### config.mk
export PLATFORM = sky130hd
export DESIGN_NAME = seq_state_cell
export DESIGN_NICKNAME = d
export VERILOG_FILES = /design/src/rtl/ssc_pkg.sv /design/src/rtl/ssc_cfg_store.sv /design/src/rtl/ssc_tick_cnt.sv /design/src/rtl/ssc_exit_eval.sv /design/src/rtl/seq_state_cell.sv
export SDC_FILE = /design/constraint.sdc
export NUM_CORES = 1
export LEC_CHECK = 0
export CAP_MARGIN = 20
export CORE_ASPECT_RATIO = 2
export CORE_MARGIN = 3
export CORE_UTILIZATION = 50
export DETAILED_ROUTE_END_ITERATION = 7
export DONT_BUFFER_PORTS = 1
export PLACE_DENSITY_LB_ADDON = 0.15
export SLEW_MARGIN = 15
export SYNTH_ARGS = -nofsm -noshare
export SYNTH_HDL_FRONTEND = slang
export SYNTH_HIERARCHICAL = 1
export SYNTH_SLANG_ARGS = --single-unit
### constraint.sdc
create_clock -name clk_i -period 5.6 [get_ports clk_i]
set_clock_uncertainty 0.15 [all_clocks]
set_input_delay 1.12 -clock clk_i [delete_from_list [all_inputs] [get_ports clk_i]]
set_output_delay 1.12 -clock clk_i [all_outputs]
set_load 0.01 [all_outputs]
### src/rtl/ssc_pkg.sv
package ssc_pkg;
  localparam int EXIT_W   = 3;
  localparam int EXIT_MON = 0;
  localparam int EXIT_SEQ = 1;
  localparam int EXIT_TMO = 2;
  typedef logic [EXIT_W-1:0] exit_t;
endpackage

### src/rtl/ssc_cfg_store.sv
module ssc_cfg_store #(
  parameter int N_ST  = 8,
  parameter int CFG_W = 50,
  localparam int ST_W = $clog2(N_ST)
) (
  input  logic             clk_i,
  input  logic             we_i,
  input  logic [ST_W-1:0]  waddr_i,
  input  logic [CFG_W-1:0] wdata_i,
  input  logic [ST_W-1:0]  raddr_i,
  output logic [CFG_W-1:0] rdata_o
);
  logic [CFG_W-1:0] mem_q [N_ST];

  always_ff @(posedge clk_i) begin
    if (we_i) mem_q[waddr_i] <= wdata_i;
  end

  assign rdata_o = mem_q[raddr_i];
endmodule

### src/rtl/ssc_tick_cnt.sv
module ssc_tick_cnt #(
  parameter int W = 10
) (
  input  logic         clk_i,
  input  logic         rst_ni,
  input  logic         clr_i,
  input  logic         en_i,
  input  logic [W-1:0] limit_i,
  output logic         hit_o
);
  localparam logic [W-1:0] MAX = {W{1'b1}};
  logic [W-1:0] cnt_q;

  always_ff @(posedge clk_i or negedge rst_ni) begin
    if (!rst_ni)                  cnt_q <= '0;
    else if (clr_i)               cnt_q <= '0;
    else if (en_i && cnt_q != MAX) cnt_q <= cnt_q + W'(1);
  end

  assign hit_o = (cnt_q >= limit_i);

  p_cnt_sat_r9: assert property (@(posedge clk_i) disable iff (!rst_ni)
    (!clr_i && cnt_q == MAX) |=> cnt_q == MAX);
  p_cnt_restart_r9: assert property (@(posedge clk_i) disable iff (!rst_ni)
    clr_i |=> cnt_q == '0);
  p_cnt_idle_r9: assert property (@(posedge clk_i) disable iff (!rst_ni)
    (!clr_i && !en_i) |=> $stable(cnt_q));
endmodule

### src/rtl/ssc_exit_eval.sv
module ssc_exit_eval
  import ssc_pkg::*;
#(
  parameter int N_IN  = 8,
  parameter int ST_W  = 3,
  localparam int SEL_W = $clog2(N_IN)
) (
  input  logic [N_IN-1:0]  in_i,
  input  logic [N_IN-1:0]  mask_i,
  input  logic [N_IN-1:0]  expv_i,
  input  logic [SEL_W-1:0] sel_i,
  input  logic             inv_i,
  input  logic             ff_i,
  input  logic             dly_hit_i,
  input  logic             tmo_hit_i,
  input  logic             tmo_en_i,
  input  logic [ST_W-1:0]  nxt_seq_i,
  input  logic [ST_W-1:0]  nxt_mon_i,
  input  logic [ST_W-1:0]  nxt_tmo_i,
  output logic             mon_o,
  output logic             seq_o,
  output logic             tmo_o,
  output exit_t            fire_o,
  output logic [ST_W-1:0]  nxt_o
);
  // wide OR of mismatches against expected level
  assign mon_o = |((in_i ^ expv_i) & mask_i);
  assign seq_o = (ff_i | (in_i[sel_i] ^ inv_i)) & dly_hit_i;
  assign tmo_o = tmo_en_i & tmo_hit_i;

  always_comb begin
    fire_o = '0;
    nxt_o  = '0;
    if (mon_o) begin
      fire_o[EXIT_MON] = 1'b1;
      nxt_o            = nxt_mon_i;
    end else if (seq_o) begin
      fire_o[EXIT_SEQ] = 1'b1;
      nxt_o            = nxt_seq_i;
    end else if (tmo_o) begin
      fire_o[EXIT_TMO] = 1'b1;
      nxt_o            = nxt_tmo_i;
    end
  end
endmodule

### src/rtl/seq_state_cell.sv
module seq_state_cell
  import ssc_pkg::*;
#(
  parameter int N_ST     = 8,
  parameter int N_IN     = 8,
  parameter int DLY_W    = 10,
  parameter int TMO_W    = 10,
  parameter int LOAD_CYC = 4,
  localparam int ST_W  = $clog2(N_ST),
  localparam int SEL_W = $clog2(N_IN),
  localparam int CFG_W = 2 + SEL_W + DLY_W + 2 * N_IN + TMO_W + 3 * ST_W
) (
  input  logic             clk_i,
  input  logic             rst_ni,
  input  logic             cfg_we_i,
  input  logic [ST_W-1:0]  cfg_addr_i,
  input  logic [CFG_W-1:0] cfg_data_i,
  input  logic             tick_i,
  input  logic [N_IN-1:0]  in_i,
  output logic             busy_o,
  output logic [2:0]       exit_o,
  output logic [ST_W-1:0]  state_o
);
  localparam int LD_W = $clog2(LOAD_CYC + 1);

  typedef struct packed {
    logic             ff;
    logic             inv;
    logic [SEL_W-1:0] sel;
    logic [DLY_W-1:0] dly;
    logic [N_IN-1:0]  mask;
    logic [N_IN-1:0]  expv;
    logic [TMO_W-1:0] tmo;
    logic [ST_W-1:0]  nxt_seq;
    logic [ST_W-1:0]  nxt_mon;
    logic [ST_W-1:0]  nxt_tmo;
  } cfg_t;

  logic [ST_W-1:0]  state_q;
  logic [LD_W-1:0]  load_q;
  exit_t            exit_q;
  logic [CFG_W-1:0] rdata;
  cfg_t             cur;
  logic             eval_en, dly_hit, tmo_hit, mon, seq, tmo;
  exit_t            fire_raw, fire;
  logic [ST_W-1:0]  nxt;

  ssc_cfg_store #(.N_ST(N_ST), .CFG_W(CFG_W)) u_store (
    .clk_i   (clk_i),
    .we_i    (cfg_we_i),
    .waddr_i (cfg_addr_i),
    .wdata_i (cfg_data_i),
    .raddr_i (state_q),
    .rdata_o (rdata)
  );

  assign cur     = cfg_t'(rdata);
  assign eval_en = (load_q == '0);

  ssc_tick_cnt #(.W(DLY_W)) u_dly_cnt (
    .clk_i   (clk_i),
    .rst_ni  (rst_ni),
    .clr_i   (|fire),
    .en_i    (tick_i & eval_en),
    .limit_i (cur.dly),
    .hit_o   (dly_hit)
  );

  ssc_tick_cnt #(.W(TMO_W)) u_tmo_cnt (
    .clk_i   (clk_i),
    .rst_ni  (rst_ni),
    .clr_i   (|fire),
    .en_i    (tick_i & eval_en),
    .limit_i (cur.tmo),
    .hit_o   (tmo_hit)
  );

  ssc_exit_eval #(.N_IN(N_IN), .ST_W(ST_W)) u_eval (
    .in_i      (in_i),
    .mask_i    (cur.mask),
    .expv_i    (cur.expv),
    .sel_i     (cur.sel),
    .inv_i     (cur.inv),
    .ff_i      (cur.ff),
    .dly_hit_i (dly_hit),
    .tmo_hit_i (tmo_hit),
    .tmo_en_i  (|cur.tmo),
    .nxt_seq_i (cur.nxt_seq),
    .nxt_mon_i (cur.nxt_mon),
    .nxt_tmo_i (cur.nxt_tmo),
    .mon_o     (mon),
    .seq_o     (seq),
    .tmo_o     (tmo),
    .fire_o    (fire_raw),
    .nxt_o     (nxt)
  );

  // nothing is evaluated while the new word loads
  assign fire = eval_en ? fire_raw : '0;

  always_ff @(posedge clk_i or negedge rst_ni) begin
    if (!rst_ni) begin
      state_q <= '0;
      load_q  <= LD_W'(LOAD_CYC);
      exit_q  <= '0;
    end else begin
      exit_q <= fire;
      if (|fire) begin
        state_q <= nxt;
        load_q  <= LD_W'(LOAD_CYC);
      end else if (load_q != '0) begin
        load_q <= load_q - LD_W'(1);
      end
    end
  end

  assign busy_o  = (load_q != '0);
  assign exit_o  = exit_q;
  assign state_o = state_q;

  p_exit_onehot_r2: assert property (@(posedge clk_i) disable iff (!rst_ni)
    $onehot0(exit_o));
  p_seq_over_tmo_r2: assert property (@(posedge clk_i) disable iff (!rst_ni)
    (!busy_o && !mon && seq) |=> exit_o[EXIT_SEQ]);
  p_mon_first_r3: assert property (@(posedge clk_i) disable iff (!rst_ni)
    (!busy_o && mon) |=> exit_o[EXIT_MON]);
  p_busy_quiet_r7: assert property (@(posedge clk_i) disable iff (!rst_ni)
    busy_o |=> exit_o == '0);
  p_exit_loads_r7: assert property (@(posedge clk_i) disable iff (!rst_ni)
    (exit_o != '0) |-> busy_o);
  p_state_hold_r1: assert property (@(posedge clk_i) disable iff (!rst_ni)
    (exit_o == '0) |-> $stable(state_o));
endmodule

==> impl_metrics.prom <==
# TYPE chip_impl_metric gauge
chip_impl_info{name="layout_commonest_cell",value="sky130_fd_sc_hd__edfxtp_1"} 1
chip_impl_metric{name="p_sw",unit="mW"} 2.35
chip_impl_info{name="synthFlopType",value="sky130_fd_sc_hd__edfxtp_1"} 1
chip_impl_metric{name="peak_supply_drop",unit="V"} 0.000287
chip_impl_info{name="run_status",value="completed"} 1
chip_impl_metric{name="netlist_area",unit="um2"} 17700
chip_impl_metric{name="clk-insertion-delay-late",unit="ns"} 0.53
chip_impl_metric{name="finish.net_count",unit=""} 953
chip_impl_metric{name="number_of_antenna_cells_inserted",unit=""} 0
chip_impl_metric{name="count_of_flip_flops_with_a_built_in_enable_after_synthesis",unit=""} 400
chip_impl_metric{name="number_of_gates_given_a_new_drive_strength_after_cts",unit=""} 0
chip_impl_metric{name="route.detailed.drc",unit=""} 0
chip_impl_metric{name="number_of_clock_sinks",unit=""} 429
chip_impl_metric{name="critical_path.n_buffers_inverters",unit=""} 3
chip_impl_metric{name="min_period",unit="ns"} 5.10
chip_impl_metric{name="cts_inserted_buffers",unit=""} 38
chip_impl_info{name="cts.root.buffer_cell",value="sky130_fd_sc_hd__clkbuf_16"} 1
chip_impl_metric{name="finalSetupViolCount",unit=""} 0
chip_impl_metric{name="yosysWarnings",unit=""} 6
chip_impl_metric{name="power_frac_comb",unit=""} 0.252
chip_impl_metric{name="synth_largest_type_area_fraction",unit=""} 0.677
chip_impl_metric{name="grt.overflow.total",unit=""} 0
chip_impl_metric{name="postRouteAntennaNets",unit=""} 0
chip_impl_metric{name="timing.hold.ws",unit="ns"} 0.134
chip_impl_metric{name="area_delta_synth_final",unit="%"} 10.4
chip_impl_metric{name="die_width",unit="um"} 139
chip_impl_metric{name="synth_area_per_cell",unit="um2"} 21.2
chip_impl_metric{name="placementRows",unit=""} 97
chip_impl_metric{name="critical_path_arrival",unit="ns"} 5.37
chip_impl_metric{name="grt_pass1_wl",unit="mm"} 53.3
chip_impl_metric{name="die_area",unit="um2"} 37900
chip_impl_info{name="worstPathCellList",value="buf_12 > mux4_1 > mux2_2 > inv_1 > ha_1 > nand4_1 > o221a_2 > o21ai_0 > inv_1 > nor3_1 > nor3_4 > nor2_4 > mux2_2"} 1
chip_impl_metric{name="die_y",unit="um"} 272
chip_impl_metric{name="num_vias",unit=""} 8152
chip_impl_metric{name="switching_share",unit=""} 0.269
chip_impl_metric{name="synth.distinct_cells",unit=""} 50
chip_impl_metric{name="post-dp-hpwl",unit="mm"} 20.9
chip_impl_info{name="r2r-end",value="state_o[2]"} 1
chip_impl_metric{name="buffer_ports.inserted",unit=""} 0
chip_impl_metric{name="grt_pass1_vias",unit=""} 8862
chip_impl_metric{name="ctsLongestPathBuffers",unit=""} 3
chip_impl_metric{name="cp.required",unit="ns"} 5.87
chip_impl_info{name="cp-end-kind",value="register"} 1
chip_impl_metric{name="synth.yosys.seq_area_share",unit=""} 0.718
chip_impl_metric{name="power-per-cell-area",unit="nW/um2"} 444
chip_impl_metric{name="slew_viol_final",unit=""} 0
chip_impl_metric{name="total_track_usage",unit=""} 0.188
chip_impl_metric{name="pwr-share-seq",unit=""} 0.447
chip_impl_metric{name="grt_antenna_before_repair",unit=""} 0
chip_impl_metric{name="synth.net_count",unit=""} 926
chip_impl_metric{name="final.fill_count",unit=""} 2578
chip_impl_metric{name="path_max_fanout",unit=""} 44
chip_impl_info{name="critPathKind",value="reg -> reg"} 1
chip_impl_metric{name="finalSetupTns",unit="ns"} 0
chip_impl_metric{name="post-cts-setup-buffers",unit=""} 0
chip_impl_metric{name="timing.reg2reg.setup_slack",unit="ns"} 0.50
chip_impl_metric{name="multiInputGateArea",unit="um2"} 4740
chip_impl_metric{name="finalHoldViolCount",unit=""} 0
chip_impl_metric{name="slew_headroom",unit=""} 0.327
chip_impl_metric{name="cap_viol_max_count",unit=""} 0
chip_impl_info{name="cpLargestDelayFamily",value="multiplexers"} 1
chip_impl_metric{name="postSynthRegisterBits",unit=""} 429
chip_impl_metric{name="initial_core_util",unit=""} 0.506
chip_impl_info{name="rsz0062_at_grt",value="false"} 1
chip_impl_info{name="timing.rr.start",value="state_o[0]"} 1
chip_impl_metric{name="highest_clock_rate",unit="GHz"} 0.196
chip_impl_info{name="timing.critical_path.slowest_stage_cell",value="sky130_fd_sc_hd__dfrtp_4"} 1
chip_impl_metric{name="grt_max_degree",unit=""} 51
chip_impl_info{name="critical_path.startpoint_type",value="register"} 1
chip_impl_metric{name="wire_per_inst",unit="um"} 26.6
chip_impl_metric{name="first_iter_violations",unit=""} 410
chip_impl_metric{name="period_share",unit=""} 0.911
chip_impl_info{name="min-delay-path-class",value="in -> async"} 1
chip_impl_metric{name="floorplan.core_area",unit="um2"} 35100
chip_impl_metric{name="final_layout_size_suffix_gt1_frac",unit=""} 0.179
chip_impl_metric{name="reg2regPathDepth",unit=""} 13
chip_impl_metric{name="tightestPinTransition",unit="ns"} 1.01
chip_impl_metric{name="syn-instance-count",unit=""} 837
chip_impl_metric{name="routabilityCongestion",unit=""} 0.777
chip_impl_metric{name="postRouteWirelength",unit="mm"} 35.6
chip_impl_metric{name="htreeDepth",unit=""} 2
chip_impl_metric{name="pwr-share-clk",unit=""} 0.301
chip_impl_metric{name="regArea",unit="um2"} 12700
chip_impl_info{name="post_synth_main_area_contributors",value="sky130_fd_sc_hd__edfxtp_1 68%, sky130_fd_sc_hd__mux4_1 15%, sky130_fd_sc_hd__dfrtp_1 3.9%, sky130_fd_sc_hd__mux2_2 3.4%, sky130_fd_sc_hd__ha_1 1.7%"} 1
chip_impl_info{name="most_frequent_cells_in_the_layout",value="400 x sky130_fd_sc_hd__edfxtp_1, 102 x sky130_fd_sc_hd__mux4_1, 53 x sky130_fd_sc_hd__mux2_2"} 1
chip_impl_metric{name="dpl.cell_count",unit=""} 1269
chip_impl_info{name="clock_tree_from_tritoncts",value="built"} 1
chip_impl_metric{name="drt_pre_antenna_iters",unit=""} 4
chip_impl_metric{name="cpPeakStageDelay",unit="ns"} 0.96
chip_impl_metric{name="post_drt_via_cell_ratio",unit=""} 6.09
chip_impl_metric{name="power_report.internal_total",unit="mW"} 6.36
chip_impl_metric{name="ios",unit=""} 72
chip_impl_metric{name="clk_pin_slew_worst_paths",unit="ns"} 0.07
chip_impl_metric{name="final_core_util",unit=""} 0.559
chip_impl_metric{name="ctsHoldBuffers",unit=""} 0
chip_impl_metric{name="power_leakage",unit="nW"} 6.76
chip_impl_metric{name="synthArstFlopShare",unit=""} 0.0676
chip_impl_metric{name="final-instance-count-excl-fill",unit=""} 1338
chip_impl_info{name="netlist.top_cell.by_area",value="sky130_fd_sc_hd__edfxtp_1"} 1
-- layer usage --
metal	track usage	up-vias	routed length (um)
met1	0.207	4343	12900
met2	0.360	166	20100
li1	-	3588	-
met4	0.0691	0	1110
met5	0	-	0
met3	0.0329	55	1560
-- how the worst max path moves through the flow --
stage	startpoint	endpoint	depth (start not counted)
6_report	state_o[0]	state_o[2]	13
5_1_grt	state_o[0]	u_dly_cnt/cnt_q[8]	15
4_1_cts	state_o[0]	state_o[2]	13
3_5_place_dp	state_o[0]	state_o[2]	13
3_3_place_gp	state_o[0]	state_o[1]	13
2_1_floorplan	cfg_addr_i[2]	u_store/mem_q[0][0]	2
-- worst reg2reg max path, stage by stage, from the launching register on --
cell                      delay, ns
sky130_fd_sc_hd__dfrtp_4       0.96
sky130_fd_sc_hd__buf_12        0.33
sky130_fd_sc_hd__mux4_1        0.58
sky130_fd_sc_hd__mux2_2        0.28
sky130_fd_sc_hd__inv_1         0.07
sky130_fd_sc_hd__ha_1          0.17
sky130_fd_sc_hd__nand4_1       0.10
sky130_fd_sc_hd__o221a_2       0.27
sky130_fd_sc_hd__o21ai_0       0.44
sky130_fd_sc_hd__inv_1         0.20
sky130_fd_sc_hd__nor3_1        0.44
sky130_fd_sc_hd__nor3_4        0.10
sky130_fd_sc_hd__nor2_4        0.50
sky130_fd_sc_hd__mux2_2        0.41
-- sequential cells by signal, summed over array words and instances (netlist names) --
signal           count
state_o              3
load_q               3
u_store/mem_q      400
u_dly_cnt/cnt_q     10
u_tmo_cnt/cnt_q     10
exit_o               3
-- cell families (layout without fill, tap and decap cells) --
group | count (synthesis) | after routing | share of synthesized area
multiplexers | 160 | 160 | 0.188
AO/OA/AOI/OAI | 55 | 55 | 0.0214
XOR/XNOR | 16 | 16 | 0.00790
adder cells (fa/ha/maj) | 24 | 24 | 0.0169
flip-flops | 429 | 429 | 0.718
AND/OR/NAND/NOR | 92 | 92 | 0.0298
buffers and inverters | 61 | 117 | 0.0178
-- power by group through the flow --
| stage | Sequential, mW | Combinational (mW) | Clock, mW |
|---|---|---|---|
| 2_1_floorplan | 3.77 | 1.85 | 0 |
| 3_3_place_gp | 3.96 | 2.18 | 0 |
| 3_5_place_dp | 3.97 | 2.22 | 0 |
| 4_1_cts | 3.90 | 2.24 | 2.70 |
| 5_1_grt | 3.92 | 2.37 | 2.81 |
| 6_report | 3.90 | 2.19 | 2.62 |
-- per-stage QoR --
step / cell area (um2) / setup slack (ns) / total power [mW]
6_report: 19600 / 0.499 / 8.71
5_1_grt: 19600 / 0.169 / 9.11
4_1_cts: 19600 / 0.509 / 8.84
3_5_place_dp: 18300 / 0.543 / 6.20
3_3_place_gp: 18300 / 0.699 / 6.14
2_1_floorplan: 17700 / 0.218 / 5.61
-- cell type report --
class / instances / share of cell area
tap: 445 / 0.0284
sequential: 429 / 0.651
inverter: 29 / 0.00556
clock inverter: 20 / 0.0103
timing repair buffer: 19 / 0.00920
multi-input combinational: 347 / 0.242
clock buffer: 49 / 0.0539
-- cell usage after synthesis, types with 2 or more instances --
cell,number
sky130_fd_sc_hd__a21o_1,4
sky130_fd_sc_hd__a22oi_1,4
sky130_fd_sc_hd__clkbuf_1,10
sky130_fd_sc_hd__edfxtp_1,400
sky130_fd_sc_hd__nand2_1,10
sky130_fd_sc_hd__nand4_1,7
sky130_fd_sc_hd__and4_1,2
sky130_fd_sc_hd__nand4b_1,2
sky130_fd_sc_hd__nor2_1,25
sky130_fd_sc_hd__nor4_1,2
sky130_fd_sc_hd__mux2i_1,3
sky130_fd_sc_hd__nand2b_1,5
sky130_fd_sc_hd__ha_1,24
sky130_fd_sc_hd__nand3_1,8
sky130_fd_sc_hd__xnor2_1,4
sky130_fd_sc_hd__nor2b_1,4
sky130_fd_sc_hd__nor3_1,10
sky130_fd_sc_hd__and3_2,2
sky130_fd_sc_hd__xor2_1,12
sky130_fd_sc_hd__o2111ai_1,2
sky130_fd_sc_hd__o211ai_1,3
sky130_fd_sc_hd__o311ai_0,2
sky130_fd_sc_hd__mux2_2,53
sky130_fd_sc_hd__dfrtp_1,28
sky130_fd_sc_hd__buf_6,11
sky130_fd_sc_hd__mux2_4,2
sky130_fd_sc_hd__o31ai_2,2
sky130_fd_sc_hd__a21oi_1,21
sky130_fd_sc_hd__or3_1,2
sky130_fd_sc_hd__nand4_2,2
sky130_fd_sc_hd__o21ai_0,5
sky130_fd_sc_hd__o211ai_2,2
sky130_fd_sc_hd__o221a_2,2
sky130_fd_sc_hd__buf_1,9
sky130_fd_sc_hd__a31oi_1,5
sky130_fd_sc_hd__inv_1,28
sky130_fd_sc_hd__and3_4,2
sky130_fd_sc_hd__and2_2,4
sky130_fd_sc_hd__o41ai_1,2
sky130_fd_sc_hd__mux4_1,102
(Power assumes the default switching activity.)
